==> src/rtl/dphy_seq_pkg.sv <==
package dphy_seq_pkg;

    localparam int NUM_BANDS  = 39;
    localparam int NUM_WRITES = 7;
    localparam int MAX_RATE   = 1500;

    typedef enum logic [2:0] {
        PH_CLK_HI,
        PH_ADDR,
        PH_EN_HI,
        PH_CLK_LO,
        PH_EN_LO,
        PH_DATA,
        PH_CLK_RISE
    } wr_phase_e;

    typedef enum logic [2:0] {
        SQ_IDLE,
        SQ_ARM,
        SQ_CLR_HI,
        SQ_CLR_LO,
        SQ_WRITE
    } seq_state_e;

    typedef struct packed {
        logic [7:0] addr;
        logic [7:0] data;
    } tp_write_t;

    typedef struct packed {
        logic [10:0] bound;
        logic [5:0]  code;
    } band_t;

    typedef struct packed {
        logic [3:0] force_rx;
        logic [3:0] force_stop;
        logic [3:0] turn_req;
        logic [3:0] turn_dis;
        logic [3:0] lane_en;
    } lane_ctrl_t;

    // Ascending upper rate bounds with their band codes; first match wins.
    function automatic band_t band_at(input int idx);
        case (idx)
            0:  return {11'd89,   6'h00};
            1:  return {11'd99,   6'h10};
            2:  return {11'd109,  6'h20};
            3:  return {11'd129,  6'h01};
            4:  return {11'd139,  6'h11};
            5:  return {11'd149,  6'h21};
            6:  return {11'd169,  6'h02};
            7:  return {11'd179,  6'h12};
            8:  return {11'd199,  6'h22};
            9:  return {11'd219,  6'h03};
            10: return {11'd239,  6'h13};
            11: return {11'd249,  6'h23};
            12: return {11'd269,  6'h04};
            13: return {11'd299,  6'h14};
            14: return {11'd329,  6'h05};
            15: return {11'd359,  6'h15};
            16: return {11'd399,  6'h25};
            17: return {11'd449,  6'h06};
            18: return {11'd499,  6'h16};
            19: return {11'd549,  6'h07};
            20: return {11'd599,  6'h17};
            21: return {11'd649,  6'h08};
            22: return {11'd699,  6'h18};
            23: return {11'd749,  6'h09};
            24: return {11'd799,  6'h19};
            25: return {11'd849,  6'h29};
            26: return {11'd899,  6'h39};
            27: return {11'd949,  6'h0a};
            28: return {11'd999,  6'h1a};
            29: return {11'd1049, 6'h2a};
            30: return {11'd1099, 6'h3a};
            31: return {11'd1149, 6'h0b};
            32: return {11'd1199, 6'h1b};
            33: return {11'd1249, 6'h2b};
            34: return {11'd1299, 6'h3b};
            35: return {11'd1349, 6'h0c};
            36: return {11'd1399, 6'h1c};
            37: return {11'd1449, 6'h2c};
            38: return {11'd1500, 6'h3c};
            default: return '0;
        endcase
    endfunction

    // Ordered configuration writes issued over the test port.
    function automatic tp_write_t write_at(input int idx, input logic [5:0] code);
        case (idx)
            0: return {8'h34, 8'h00};
            1: return {8'h44, {1'b0, code, 1'b0}};
            2: return {8'h54, 8'h00};
            3: return {8'h84, 8'h00};
            4: return {8'h94, 8'h00};
            5: return {8'h75, 8'h04};
            default: return {8'h00, 8'h00};
        endcase
    endfunction

    function automatic logic [3:0] lane_mask(input logic [2:0] n);
        if (n >= 3'd4) return 4'hF;
        return 4'((5'd1 << n) - 5'd1);
    endfunction

endpackage

==> src/rtl/rate_band_lut.sv <==
module rate_band_lut
    import dphy_seq_pkg::*;
#(
    parameter int RATE_W = 12
) (
    input  logic [RATE_W-1:0] rate_i,
    output logic [5:0]        code_o
);
    // Scan from the top entry down so the lowest matching index is kept.
    always_comb begin
        code_o = '0;
        for (int i = NUM_BANDS - 1; i >= 0; i--) begin
            band_t b;
            b = band_at(i);
            if (int'(rate_i) <= int'(b.bound)) code_o = b.code;
        end
    end
endmodule

==> src/rtl/settle_timer.sv <==
module settle_timer #(
    parameter int WAIT_CYC = 100
) (
    input  logic clk,
    input  logic rst,
    input  logic load_i,
    output logic zero_o
);
    localparam int TW = $clog2(WAIT_CYC + 1);

    logic [TW-1:0] cnt;

    always_ff @(posedge clk) begin
        if (rst)              cnt <= '0;
        else if (load_i)      cnt <= TW'(WAIT_CYC - 1);
        else if (cnt != '0)   cnt <= cnt - 1'b1;
    end

    assign zero_o = (cnt == '0);


    tmr_step_chk: assert property (@(posedge clk) disable iff (rst)
        (!load_i && cnt != '0) |=> (cnt == $past(cnt) - 1'b1));
endmodule

==> src/rtl/tp_writer.sv <==
module tp_writer
    import dphy_seq_pkg::*;
#(
    parameter int STEP_CYCLES = 4
) (
    input  logic      clk,
    input  logic      rst,
    input  logic      arm_i,
    input  logic      go_i,
    input  tp_write_t wr_i,
    output logic      tclk_o,
    output logic      ten_o,
    output logic [7:0] tdin_o,
    output logic      done_o
);
    localparam int CW = (STEP_CYCLES > 1) ? $clog2(STEP_CYCLES) : 1;

    wr_phase_e     phase, ph_next;
    logic [CW-1:0] cnt;
    logic          active;
    tp_write_t     wr_q;

    always_comb ph_next = wr_phase_e'(phase + 3'd1);

    always_ff @(posedge clk) begin
        if (rst) begin
            phase  <= PH_CLK_HI;
            cnt    <= '0;
            active <= 1'b0;
            wr_q   <= '0;
            tclk_o <= 1'b0;
            ten_o  <= 1'b0;
            tdin_o <= '0;
            done_o <= 1'b0;
        end else begin
            done_o <= 1'b0;
            if (arm_i) tclk_o <= 1'b1;
            if (go_i && !active) begin
                active <= 1'b1;
                phase  <= PH_CLK_HI;
                cnt    <= CW'(STEP_CYCLES - 1);
                wr_q   <= wr_i;
                tclk_o <= 1'b1;
            end else if (active) begin
                if (cnt == '0) begin
                    if (phase == PH_CLK_RISE) begin
                        active <= 1'b0;
                        done_o <= 1'b1;
                    end else begin
                        phase <= ph_next;
                        cnt   <= CW'(STEP_CYCLES - 1);
                        case (ph_next)
                            PH_ADDR:     tdin_o <= wr_q.addr;
                            PH_EN_HI:    ten_o  <= 1'b1;
                            PH_CLK_LO:   tclk_o <= 1'b0;
                            PH_EN_LO:    ten_o  <= 1'b0;
                            PH_DATA:     tdin_o <= wr_q.data;
                            PH_CLK_RISE: tclk_o <= 1'b1;
                            default:     ;
                        endcase
                    end
                end else begin
                    cnt <= cnt - 1'b1;
                end
            end
        end
    end


    addr_edge_chk: assert property (@(posedge clk) disable iff (rst)
        $fell(tclk_o) |-> ten_o);

    data_edge_chk: assert property (@(posedge clk) disable iff (rst)
        $rose(tclk_o) |-> !ten_o);

    en_under_clk_chk: assert property (@(posedge clk) disable iff (rst)
        $rose(ten_o) |-> tclk_o);

    en_idle_chk: assert property (@(posedge clk) disable iff (rst)
        !active |-> !ten_o);
endmodule

==> src/rtl/dphy_rx_startup.sv <==
module dphy_rx_startup
    import dphy_seq_pkg::*;
#(
    parameter int CLK_MHZ     = 200,
    parameter int SETTLE_US   = 100,
    parameter int STEP_CYCLES = 4,
    parameter int RATE_W      = 12
) (
    input  logic              clk,
    input  logic              rst,
    input  logic              start_i,
    input  logic [RATE_W-1:0] rate_mbps_i,
    input  logic [2:0]        lanes_i,
    output logic              busy_o,
    output logic              done_o,
    output logic [3:0]        force_rx_o,
    output logic [3:0]        force_stop_o,
    output logic [3:0]        turn_req_o,
    output logic [3:0]        turn_dis_o,
    output logic [3:0]        lane_en_o,
    output logic              test_clk_o,
    output logic              test_clr_o,
    output logic              test_en_o,
    output logic [7:0]        test_din_o
);
    localparam int WAIT_CYC = CLK_MHZ * SETTLE_US;
    localparam int IW       = $clog2(NUM_WRITES);
    localparam logic [IW-1:0] LAST_IDX = IW'(NUM_WRITES - 1);

    seq_state_e        state;
    lane_ctrl_t        ctrl_q;
    logic [RATE_W-1:0] rate_q;
    logic [5:0]        band_code;
    logic [IW-1:0]     idx, go_idx;
    logic              accept, tmr_load, tmr_zero, wr_go, wr_done;
    tp_write_t         wr_cur;

    rate_band_lut #(.RATE_W(RATE_W)) lut_i (
        .rate_i (rate_q),
        .code_o (band_code)
    );

    settle_timer #(.WAIT_CYC(WAIT_CYC)) tmr_i (
        .clk    (clk),
        .rst    (rst),
        .load_i (tmr_load),
        .zero_o (tmr_zero)
    );

    always_comb begin
        accept   = (state == SQ_IDLE) && start_i;
        tmr_load = (state == SQ_ARM) || (state == SQ_CLR_HI && tmr_zero);
        wr_go    = (state == SQ_CLR_LO && tmr_zero) ||
                   (state == SQ_WRITE && wr_done && idx != LAST_IDX);
        go_idx   = (state == SQ_CLR_LO) ? '0 : idx + 1'b1;
        wr_cur   = write_at(int'(go_idx), band_code);
    end

    tp_writer #(.STEP_CYCLES(STEP_CYCLES)) wr_i (
        .clk    (clk),
        .rst    (rst),
        .arm_i  (accept),
        .go_i   (wr_go),
        .wr_i   (wr_cur),
        .tclk_o (test_clk_o),
        .ten_o  (test_en_o),
        .tdin_o (test_din_o),
        .done_o (wr_done)
    );

    always_ff @(posedge clk) begin
        if (rst) begin
            state      <= SQ_IDLE;
            ctrl_q     <= '0;
            rate_q     <= '0;
            idx        <= '0;
            test_clr_o <= 1'b0;
            done_o     <= 1'b0;
        end else begin
            done_o <= 1'b0;
            if (wr_go) idx <= go_idx;
            case (state)
                SQ_IDLE: if (start_i) begin
                    rate_q            <= rate_mbps_i;
                    ctrl_q.force_rx   <= 4'h0;
                    ctrl_q.force_stop <= 4'h0;
                    ctrl_q.turn_req   <= 4'h0;
                    ctrl_q.turn_dis   <= 4'hF;
                    ctrl_q.lane_en    <= lane_mask(lanes_i);
                    state             <= SQ_ARM;
                end
                SQ_ARM: begin
                    test_clr_o <= 1'b1;
                    state      <= SQ_CLR_HI;
                end
                SQ_CLR_HI: if (tmr_zero) begin
                    test_clr_o <= 1'b0;
                    state      <= SQ_CLR_LO;
                end
                SQ_CLR_LO: if (tmr_zero) state <= SQ_WRITE;
                SQ_WRITE: if (wr_done && idx == LAST_IDX) begin
                    done_o <= 1'b1;
                    state  <= SQ_IDLE;
                end
                default: state <= SQ_IDLE;
            endcase
        end
    end

    assign busy_o       = (state != SQ_IDLE);
    assign force_rx_o   = ctrl_q.force_rx;
    assign force_stop_o = ctrl_q.force_stop;
    assign turn_req_o   = ctrl_q.turn_req;
    assign turn_dis_o   = ctrl_q.turn_dis;
    assign lane_en_o    = ctrl_q.lane_en;


    done_pulse_chk: assert property (@(posedge clk) disable iff (rst)
        done_o |=> !done_o);

    done_idle_chk: assert property (@(posedge clk) disable iff (rst)
        done_o |-> !busy_o);

    clr_busy_chk: assert property (@(posedge clk) disable iff (rst)
        test_clr_o |-> (busy_o && test_clk_o));

    ign_start_chk: assert property (@(posedge clk) disable iff (rst)
        (busy_o && start_i) |=> ($stable(lane_en_o) && $stable(rate_q)));

    mask_shape_chk: assert property (@(posedge clk) disable iff (rst)
        $onehot0({1'b0, lane_en_o} + 5'd1));

    turn_dis_chk: assert property (@(posedge clk) disable iff (rst)
        busy_o |-> (turn_dis_o == 4'hF && force_rx_o == 4'h0));

    band_zero_chk: assert property (@(posedge clk) disable iff (rst)
        (busy_o && int'(rate_q) > MAX_RATE) |-> (band_code == 6'h00));
endmodule

==> config.mk <==
export PLATFORM = sky130hd
export DESIGN_NAME = dphy_rx_startup
export DESIGN_NICKNAME = d
export VERILOG_FILES = /design/src/rtl/dphy_seq_pkg.sv /design/src/rtl/rate_band_lut.sv /design/src/rtl/settle_timer.sv /design/src/rtl/tp_writer.sv /design/src/rtl/dphy_rx_startup.sv
export SDC_FILE = /design/constraint.sdc
export NUM_CORES = 1
export LEC_CHECK = 0
export ABC_CLOCK_PERIOD_IN_PS = 3800
export BUFFER_PORTS_ARGS = -buffer_cell sky130_fd_sc_hd__buf_4
export CORE_MARGIN = 2
export CORE_UTILIZATION = 25
export CTS_CLUSTER_SIZE = 24
export DETAILED_ROUTE_END_ITERATION = 16
export GPL_TIMING_DRIVEN = 0
export SYNTH_ARGS = -nofsm -noshare
export SYNTH_HDL_FRONTEND = slang
export SYNTH_SLANG_ARGS = --single-unit
==> constraint.sdc <==
create_clock -name clk -period 3.8 [get_ports clk]
set_input_delay 0.19 -clock clk [delete_from_list [all_inputs] [get_ports clk]]
set_output_delay 0.19 -clock clk [all_outputs]
set_load 0.01 [all_outputs]
Yosys cells after proc, flatten, opt, wreduce, memory -nomap -nowiden

Index checks and enable logic that the tools add are counted.

Multiply operators: 0
Eq/ne operators: 23
Bitwise operators: 5
Order comparisons: 40
Shift operators: 1
Divide/modulo/power cells: 0
Reductions and logical operators: 32
Add/subtract/negate cells: 5
Multiplexer cells: 74

Operators with widths:

| operator              | number |
|---|---|
| $mux 6                | 39 |
| $le 12x10->1 const B  | 10 |
| $le 12x11->1 const B  | 10 |
| $le 12x8->1 const B   | 9 |
| $pmux 16 s6           | 1 |
| $le 12x9->1 const B   | 7 |
| $le 12x7->1 const B   | 3 |
| $mux 15               | 2 |
| $eq 3x3->1 const B    | 8 |
| $eq 3x2->1 const B    | 6 |
| $mux 1                | 16 |
| $pmux 8 s2            | 1 |
| $logic_not 15->1      | 1 |
| $mux 3                | 5 |
| $pmux 3 s5            | 1 |
| $reduce_bool 15->1    | 1 |
| $sub 15x1->15 const B | 1 |
| $reduce_and 5->1      | 2 |
| $reduce_bool 2->1     | 5 |
| $eq 3x1->1 const B    | 3 |
| $mux 2                | 4 |
| $mux 4                | 2 |
| $logic_and 1x1->1     | 7 |
| $add 3x1->3 const B   | 2 |
| other kinds (20)      | 34 |

Memories: 0
Memory bits (read-only): 0
RAM bits: 0
Input port bits: 18
Word-level logic and storage cells: 198
Output and inout bits: 33
Register bits after elaboration: 73
Bits in latches: 0

Longest topological paths before layout

Gate-level depths: netlist of the first run.

Depth after elaboration: 41
Gate-level depth with buffers: 10
Mapped depth without buffers: 9

Hierarchy

Synthesis of the first run repeated with hierarchy kept, for this count alone.

Cell total of the unflattened synthesis: 630
Area, all modules: 4785.8 µm²

By module, submodules not included:

| module          | times used | sequential area each (µm²) | cells an instance | area each (µm²) |
|---|---|---|---|---|
| tp_writer       | 1          | 660.6                      | 173               | 1472.7 |
| dphy_rx_startup | 1          | 500.5                      | 174               | 1345.0 |
| rate_band_lut   | 1          | 0.0                        | 187               | 1179.9 |
| settle_timer    | 1          | 300.3                      | 96                | 788.3 |

Least setup slack after synthesis of the first run

No wires, ideal clock.

Kind: flip-flop to flip-flop
Start: register tmr_i.cnt[0]
End: register wr_i.wr_q[8] (netlist bit)
Path slack: 1.441 ns
Clock period less this slack: 2.359 ns
Arrival time: 2.291 ns
Stages on the path, launching flop included: 10
Library setup time: 0.067 ns
Buffers on the path: 1
Path through: dfxtp_1 inv_1 ha_1 or3b_4 nor4b_4 a31oi_1 or2_1 buf_6 or3_4 a21oi_2

Cells in the longest elaborated chain, start to end: 4

Ends and longest elaborated chain:

| what                   | line                  | RTL |
|---|---|---|
| start, declared        | settle_timer.sv:11    | `logic [TW-1:0] cnt;` |
| start signal, assigned | settle_timer.sv:15    | `else if (load_i) cnt <= TW'(WAIT_CYC - 1);` |
| start signal, assigned | settle_timer.sv:16    | `else if (cnt != '0) cnt <= cnt - 1'b1;` |
| $logic_not 15->1       | settle_timer.sv:19    | `assign zero_o = (cnt == '0);` |
| $logic_and 1x1->1      | dphy_rx_startup.sv:53 | `wr_go = (state == SQ_CLR_LO && tmr_zero) \|\|` |
| $logic_or 1x1->1       | dphy_rx_startup.sv:53 |  |
| $logic_and 1x1->1      | tp_writer.sv:38       | `if (go_i && !active) begin` |
| end signal, assigned   | tp_writer.sv:42       | `wr_q <= wr_i;` |
| end, declared          | tp_writer.sv:21       | `tp_write_t wr_q;` |

Every way passes these cells.
A chain may end at the register's enable or synchronous reset.

Final worst setup path of the first run

Start: register rate_q[10]
End: register wr_i.wr_q[5] (netlist bit)

Cells in the longest elaborated chain, start to end: 41
Elaborated cells between the ends (all ways): 79

Ends and longest elaborated chain:

| what                   | line                  | RTL |
|---|---|---|
| start, declared        | dphy_rx_startup.sv:32 | `logic [RATE_W-1:0] rate_q;` |
| start signal, assigned | dphy_rx_startup.sv:84 | `rate_q <= rate_mbps_i;` |
| $le 12x11->1           | rate_band_lut.sv:15   | `if (int'(rate_i) <= int'(b.bound)) code_o = b.code;` |
| $mux 6 (38 in series)  | rate_band_lut.sv:15   |  |
| $mux 6 *               | rate_band_lut.sv:15   |  |
| $pmux 16 s6 *          | dphy_seq_pkg.sv:91    | `case (idx)` |

Every way passes the cells marked *; elsewhere a longest branch is shown, timed or not.

==> results of run 1 <==
through the flow:
stage	hold WS [ps]	utilization, %	std cells	cell area [sq um]
floorplan	326	-	573	4290
global placement	426	29.2	830	4850
detailed placement	438	29.2	830	4850
CTS	88.9	31.1	846	5160
global route	100	31.1	846	5160
finish	101	31.1	846	5160
power breakdown:
group	internal, mW	switching [mW]	total, mW
sequential	0.815	0.0797	0.895
clock	0.560	0.304	0.865
combinational	0.339	0.453	0.792
cell type report:
type / count / share of cell area [%]
Clock inverter: 3 / 0.824
Inverter: 16 / 1.16
Timing Repair Buffer: 37 / 5.38
Tap cell: 220 / 5.33
Clock buffer: 13 / 5.24
Buffer: 54 / 5.26
Multi-Input combinational cell: 434 / 50.0
Sequential cell: 69 / 26.8
tightest hold or removal path, stage by stage:
cell and delay (ps):
buf_4 110, nand2_1 40, a21oi_1 50
cell usage in the layout (no fill, tap or decap), types with 6 or more instances in the layout:
master	Yosys	routed
nor2_1	59	59
nand3_1	15	15
or3_1	7	7
nand2b_1	7	7
dfxtp_1	69	69
inv_1	16	16
nor3_1	17	17
a211oi_1	11	11
mux2i_1	8	8
a22oi_1	6	6
ha_1	11	11
xnor2_1	10	10
a21oi_1	48	48
nand2_1	69	69
o21ai_0	30	30
clkbuf_16	0	9
clkbuf_1	30	31
conb_1	1	12
a31oi_1	12	12
buf_4	15	52
worst paths after layout:
check,startpoint,slack [ps],endpoint,cells after the start
max,rate_q[10],1130,wr_i.wr_q[5],8
min,rate_mbps_i[4],100,rate_q[4],3
max reg2reg,rate_q[10],1130,wr_i.wr_q[5],8
min reg2reg,wr_i.wr_q[4],440,wr_i.wr_q[4],2
routing by layer:
layer,up-vias,wire [um]
met5,-,0
met4,0,177
met3,16,740
met2,170,4920
met1,1888,5940
li1,2125,-
flip-flops by register name, summed over array words and instances, names as in the netlist, 2 cells and up:
register,cells
state,3
wr_i.cnt,2
wr_i.tdin_o,8
lane_en_o,4
idx,3
rate_q,12
tmr_i.cnt,15
wr_i.phase,3
wr_i.wr_q,12
cell families after synthesis:
family          count (synthesis)  synth area share [%]
simple gates                  227                  26.7
compound gates                160                  24.5
buf+inv                        70                  7.80
flops                          69                  32.5
xor+xnor                       15                  3.09
fa+ha+maj                      11                  3.24
mux                             9                  2.15
other cells                     1                0.0882
==> flow_metrics.py, run 1 <==
metrics = {
    "power": {
        "p_per_area_nw_per_um2": 494,
        "power_mw": 2.55,
        "p_leak_nw": 1.99,
        "irDropWorstVdd_mv": 0.216,
    },
    "critical_path": {
        "crit_buf_inv": 2,
        "max_stage_delay_ps": 630,
        "crit_chain": "buf_2, nor4bb_1, inv_1, o311ai_1, a21boi_0, o211a_1, o21a_1, o21ai_1",
        "path_class": "flip-flop to flip-flop",
        "worst_setup_path_end_kind": "flip-flop",
        "required_ps": 4060,
        "arrival_ps": 2930,
        "startpoint_type": "flip-flop",
        "path_delay_family": "compound AO/OA/AOI/OAI gates",
        "critical_path.max_fanout": 10,
        "slowest_stage": "o311ai_1",
    },
    "place": {
        "place_congestion": 0.918,
        "dpl_worst_slack_ps": 1220,
        "portBuffers": 37,
        "dp_hpwl_um": 8810,
    },
    "timing": {
        "tightest_slew_ps": 690,
        "finalHoldViolCount": 0,
        "finalCriticalPeriod_ps": 2670,
        "period_share_pct": 70.3,
        "fin_ws_ps": 1130,
        "max_clock_freq_ghz": 0.374,
        "finalSetupTns_ps": 0,
        "slew_viol_final": 0,
        "rsz0062_at_grt": "false",
        "fin_skew_ps": 6.38,
        "slew_headroom_pct": 53.4,
        "finalSetupViolations": 0,
    },
    "grt": {
        "grt_antenna_before_repair": 0,
        "grt_pass1_wl_um": 19800,
        "grt_overflow": 0,
        "grt_max_degree": 12,
        "grt_pass1_vias": 3882,
        "gr-usage-met1_pct": 19.6,
        "met3_usage_pct": 2.80,
        "track_usage_pct": 13.5,
        "top_usage_layer": "met2",
        "use_met2_pct": 19.8,
    },
    "logic_synthesis": {
        "synth_commonest_cells": "dfxtp_1, nand2_1, nor2_1",
        "syn_inst": 562,
        "synth_top_area_cell": "dfxtp_1",
        "syn_area_per_cell_sq_um": 7.57,
        "synthFlopType": "dfxtp_1",
        "yosys-top-cells-area": "dfxtp_1, nand2_1, a21oi_1",
        "synth_edf_count": 0,
        "synth_area_sq_um": 4250,
        "yosysSeqAreaShare_pct": 32.5,
        "synth_top_area_share_pct": 32.5,
        "ys_async_sr_fraction_pct": 0,
        "ys_types": 73,
        "ys_seq_elements": 69,
        "yosysWarnings": 0,
    },
    "routing": {
        "drtAntennaViolNets": 0,
        "drt_pre_antenna_iters": 5,
        "vias": 4199,
        "wl_um": 11800,
        "routedWlPerCell_um": 13.9,
        "viasPerCell": 4.96,
        "drt_iter0_drc": 350,
        "drc": 0,
    },
    "clock_tree": {
        "clk_latency_ps": 330,
        "tritoncts": "done",
        "cts_hold_buffers": 0,
        "cts-root-buf": "clkbuf_16",
        "clk_path_buf_depth": 2,
        "path_clk_slew_ps": 60,
        "cts_num_sinks": 69,
        "htree_levels": 3,
        "cts_setup_buffers": 0,
        "cts_inserted_buffers": 9,
        "cts_resized": 0,
    },
    "finish": {
        "register_area_sq_um": 1380,
        "nFillCells": 1846,
        "diodes": 0,
        "multi_input_area_sq_um": 2580,
        "layout.nets": 650,
        "drive_gt1_share_pct": 14.2,
        "area_growth_pct": 21.3,
    },
    "die": {
        "die_w_um": 134,
        "start_util_pct": 25.6,
        "io_pins": 51,
        "core-area_sq_um": 16600,
        "rows": 47,
        "dieHeight_um": 134,
        "die-area_sq_um": 18100,
    },
    "status": {
        "status": "finished, final reports clean",
    },
    "min_path": {
        "hold_path.class": "primary input to flip-flop",
    },
    "flow_run": {
        "cap_violations": 0,
    },
}
No activity file was read; power rests on OpenSTA's default activity.
==> run 2, diff against run 1 <==
--- a/config.mk
+++ b/config.mk
@@ -5,7 +5,7 @@
 export SDC_FILE = /design/constraint.sdc
 export NUM_CORES = 1
 export LEC_CHECK = 0
-export ABC_CLOCK_PERIOD_IN_PS = 3800
+export ABC_CLOCK_PERIOD_IN_PS = 2600
 export BUFFER_PORTS_ARGS = -buffer_cell sky130_fd_sc_hd__buf_4
 export CORE_MARGIN = 2
 export CORE_UTILIZATION = 25
==> constraint.sdc (replaced) <==
create_clock -name clk -period 2.6 [get_ports clk]
set_input_delay 0.13 -clock clk [delete_from_list [all_inputs] [get_ports clk]]
set_output_delay 0.13 -clock clk [all_outputs]
set_load 0.01 [all_outputs]
==> run 2 against run 1 <==
Effect of this change:
- clock skew down 0.50 ps
- non-clock buffer count up 4
- design area up 1.9%
- core utilization up 0.60 points
- via count up 0.17%
- routed wire length up 0.99%
- hold slack worse by 60 ps
- combinational power up 57%
- maximum frequency up 7.4%
- critical path depth up 1
- sequential power up 46%
- critical path type unchanged
- critical endpoint is now wr_i.wr_q[8]
- highest routed layer unchanged
==> flow_metrics.py, run 2 (synthesis results as in run 1) <==
metrics = {
    "place": {
        "dp_cells": 830,
        "place_congestion": 0.918,
        "portBuffers": 37,
        "dp_hpwl_um": 8810,
        "dpl_worst_slack_ps": 19.7,
    },
    "timing": {
        "slew_viol_final": 0,
        "max_clock_freq_ghz": 0.402,
        "finalSetupViolations": 0,
        "fin_ws_ps": 113,
        "period_share_pct": 95.7,
        "tightest_slew_ps": 682,
        "finalCriticalPeriod_ps": 2490,
        "slew_headroom_pct": 53.9,
        "finalHoldViolCount": 0,
        "finalSetupTns_ps": 0,
        "fin_skew_ps": 5.88,
    },
    "clock_tree": {
        "path_clk_slew_ps": 60,
        "clk_path_buf_depth": 2,
        "cts_inserted_buffers": 9,
        "clk_latency_ps": 330,
        "htree_levels": 3,
        "cts-root-buf": "clkbuf_16",
        "cts_num_sinks": 69,
        "cts_hold_buffers": 0,
        "tritoncts": "done",
    },
    "die": {
        "start_util_pct": 25.6,
        "io_pins": 51,
        "die_w_um": 134,
        "dieHeight_um": 134,
        "rows": 47,
        "core-area_sq_um": 16600,
        "die-area_sq_um": 18100,
    },
    "critical_path": {
        "worst_setup_path_end_kind": "flip-flop",
        "rrSetupSlack_ps": 110,
        "required_ps": 2860,
        "cp-endpoint": "wr_i.wr_q[8]",
        "startpoint_type": "flip-flop",
        "critical_path.max_fanout": 9,
        "r2r-start": "tmr_i.cnt[0]",
        "arrival_ps": 2750,
        "reg2reg_depth": 9,
        "timing.rr.end": "wr_i.wr_q[8]",
        "path_class": "flip-flop to flip-flop",
        "cp-startpoint": "tmr_i.cnt[0]",
    },
    "routing": {
        "wl_um": 11900,
        "drc": 0,
        "vias": 4206,
        "drt_pre_antenna_iters": 5,
        "routedWlPerCell_um": 14.0,
        "viasPerCell": 4.95,
        "drt_iter0_drc": 346,
        "drtAntennaViolNets": 0,
    },
    "power": {
        "seqPwrFrac_pct": 34.4,
        "p_int_mw": 2.55,
        "power_mw": 3.82,
        "clock_power_share_pct": 33.1,
        "p_per_area_nw_per_um2": 726,
        "pwr-share-comb_pct": 32.5,
        "irDropWorstVdd_mv": 0.315,
        "swShare_pct": 33.1,
        "p_leak_nw": 2.03,
        "netSwitchingPower_mw": 1.26,
    },
    "finish": {
        "stdcell_count": 850,
        "top_regs": "tmr_i.cnt x15, rate_q x12, wr_i.wr_q x12",
        "postLayoutCoreUtil_pct": 31.7,
        "layout_common_cells": "nand2_1, dfxtp_1, nor2_1, buf_4, a21oi_1",
        "layout.nets": 654,
        "nFillCells": 1837,
        "multi_input_area_sq_um": 2640,
        "drive_gt1_share_pct": 17.0,
        "area_growth_pct": 23.7,
        "diodes": 0,
        "largest_register": "tmr_i.cnt",
        "largest_reg_flops": 15,
        "register_area_sq_um": 1380,
    },
    "grt": {
        "grt_pass1_wl_um": 19800,
        "grt_max_degree": 12,
        "grt_overflow": 0,
        "track_usage_pct": 13.5,
        "grt_pass1_vias": 3870,
        "grt_antenna_before_repair": 0,
    },
    "status": {
        "status": "finished, final reports clean",
    },
    "min_path": {
        "hold_path.class": "primary input to flip-flop",
    },
    "flow_run": {
        "cap_violations": 0,
    },
}
==> run 2: through the flow <==
| stage | cell area (sq um) | hold WS (ps) |
|---|---|---|
| 2_1_floorplan | 4290 | 266 |
| 5_1_grt | 5260 | 40.4 |
| 6_report | 5260 | 41.4 |
| 3_5_place_dp | 4850 | 386 |
| 4_1_cts | 5170 | 28.9 |
| 3_3_place_gp | 4850 | 381 |
==> run 2: critical path, cell delays in order (launching register included) <==
cell     delay [ps]
dfxtp_1         300
inv_1           110
ha_4            150
or3b_4          400
nor4b_4         390
a31oi_2         160
or2_1           270
buf_6           140
or3_4           380
a21oi_2         130
==> run 2: power groups by stage <==
| stage | combinational [mW] | sequential, mW | clock [mW] |
|---|---|---|---|
| finish | 1.24 | 1.31 | 1.26 |
| CTS | 1.15 | 1.31 | 1.31 |
| floorplan | 0.876 | 1.31 | 0 |
| detailed placement | 1.14 | 1.33 | 0 |
| global route | 1.38 | 1.33 | 1.34 |
| global placement | 1.14 | 1.33 | 0 |
==> run 2: area by class of cell <==
cell class / instances / share of cell area, %
flip-flops and latches: 69 / 26.3
multi-input cells: 434 / 50.3
clock buffers: 13 / 5.14
well taps: 220 / 5.23
clock inverters: 3 / 0.809
inverters: 16 / 1.14
plain buffers: 54 / 5.28
repair buffers: 41 / 5.85
==> run 2: worst min-delay path by stage <==
stage | slack [ps] | end | startpoint | cells after the start
3_3_place_gp | 380 | rate_q[6] | rate_mbps_i[6] | 3
6_report | 40 | rate_q[4] | rate_mbps_i[4] | 3
2_1_floorplan | 270 | rate_q[10] | rate_mbps_i[10] | 2
5_1_grt | 40 | rate_q[4] | rate_mbps_i[4] | 3
3_5_place_dp | 390 | rate_q[0] | rate_mbps_i[0] | 3
4_1_cts | 30 | rate_q[4] | rate_mbps_i[4] | 3
==> run 2: what timing repair did <==
action | in CTS | in global routing
pin swaps | 1 | 5
buffers inserted | 0 | 4
resized for setup | 1 | 20
endpoints found under the hold margin | 0 | 0
setup endpoints to repair | 2 | 18
==> run 2: per-layer routing <==
| layer | global-route usage, % | up-vias | wire length (um) |
|---|---|---|---|
| li1 | - | 2132 | - |
| met1 | 19.6 | 1932 | 6010 |
| met2 | 19.8 | 126 | 5020 |
| met3 | 2.80 | 16 | 677 |
| met4 | 4.27 | 0 | 175 |
| met5 | 0 | - | 0 |
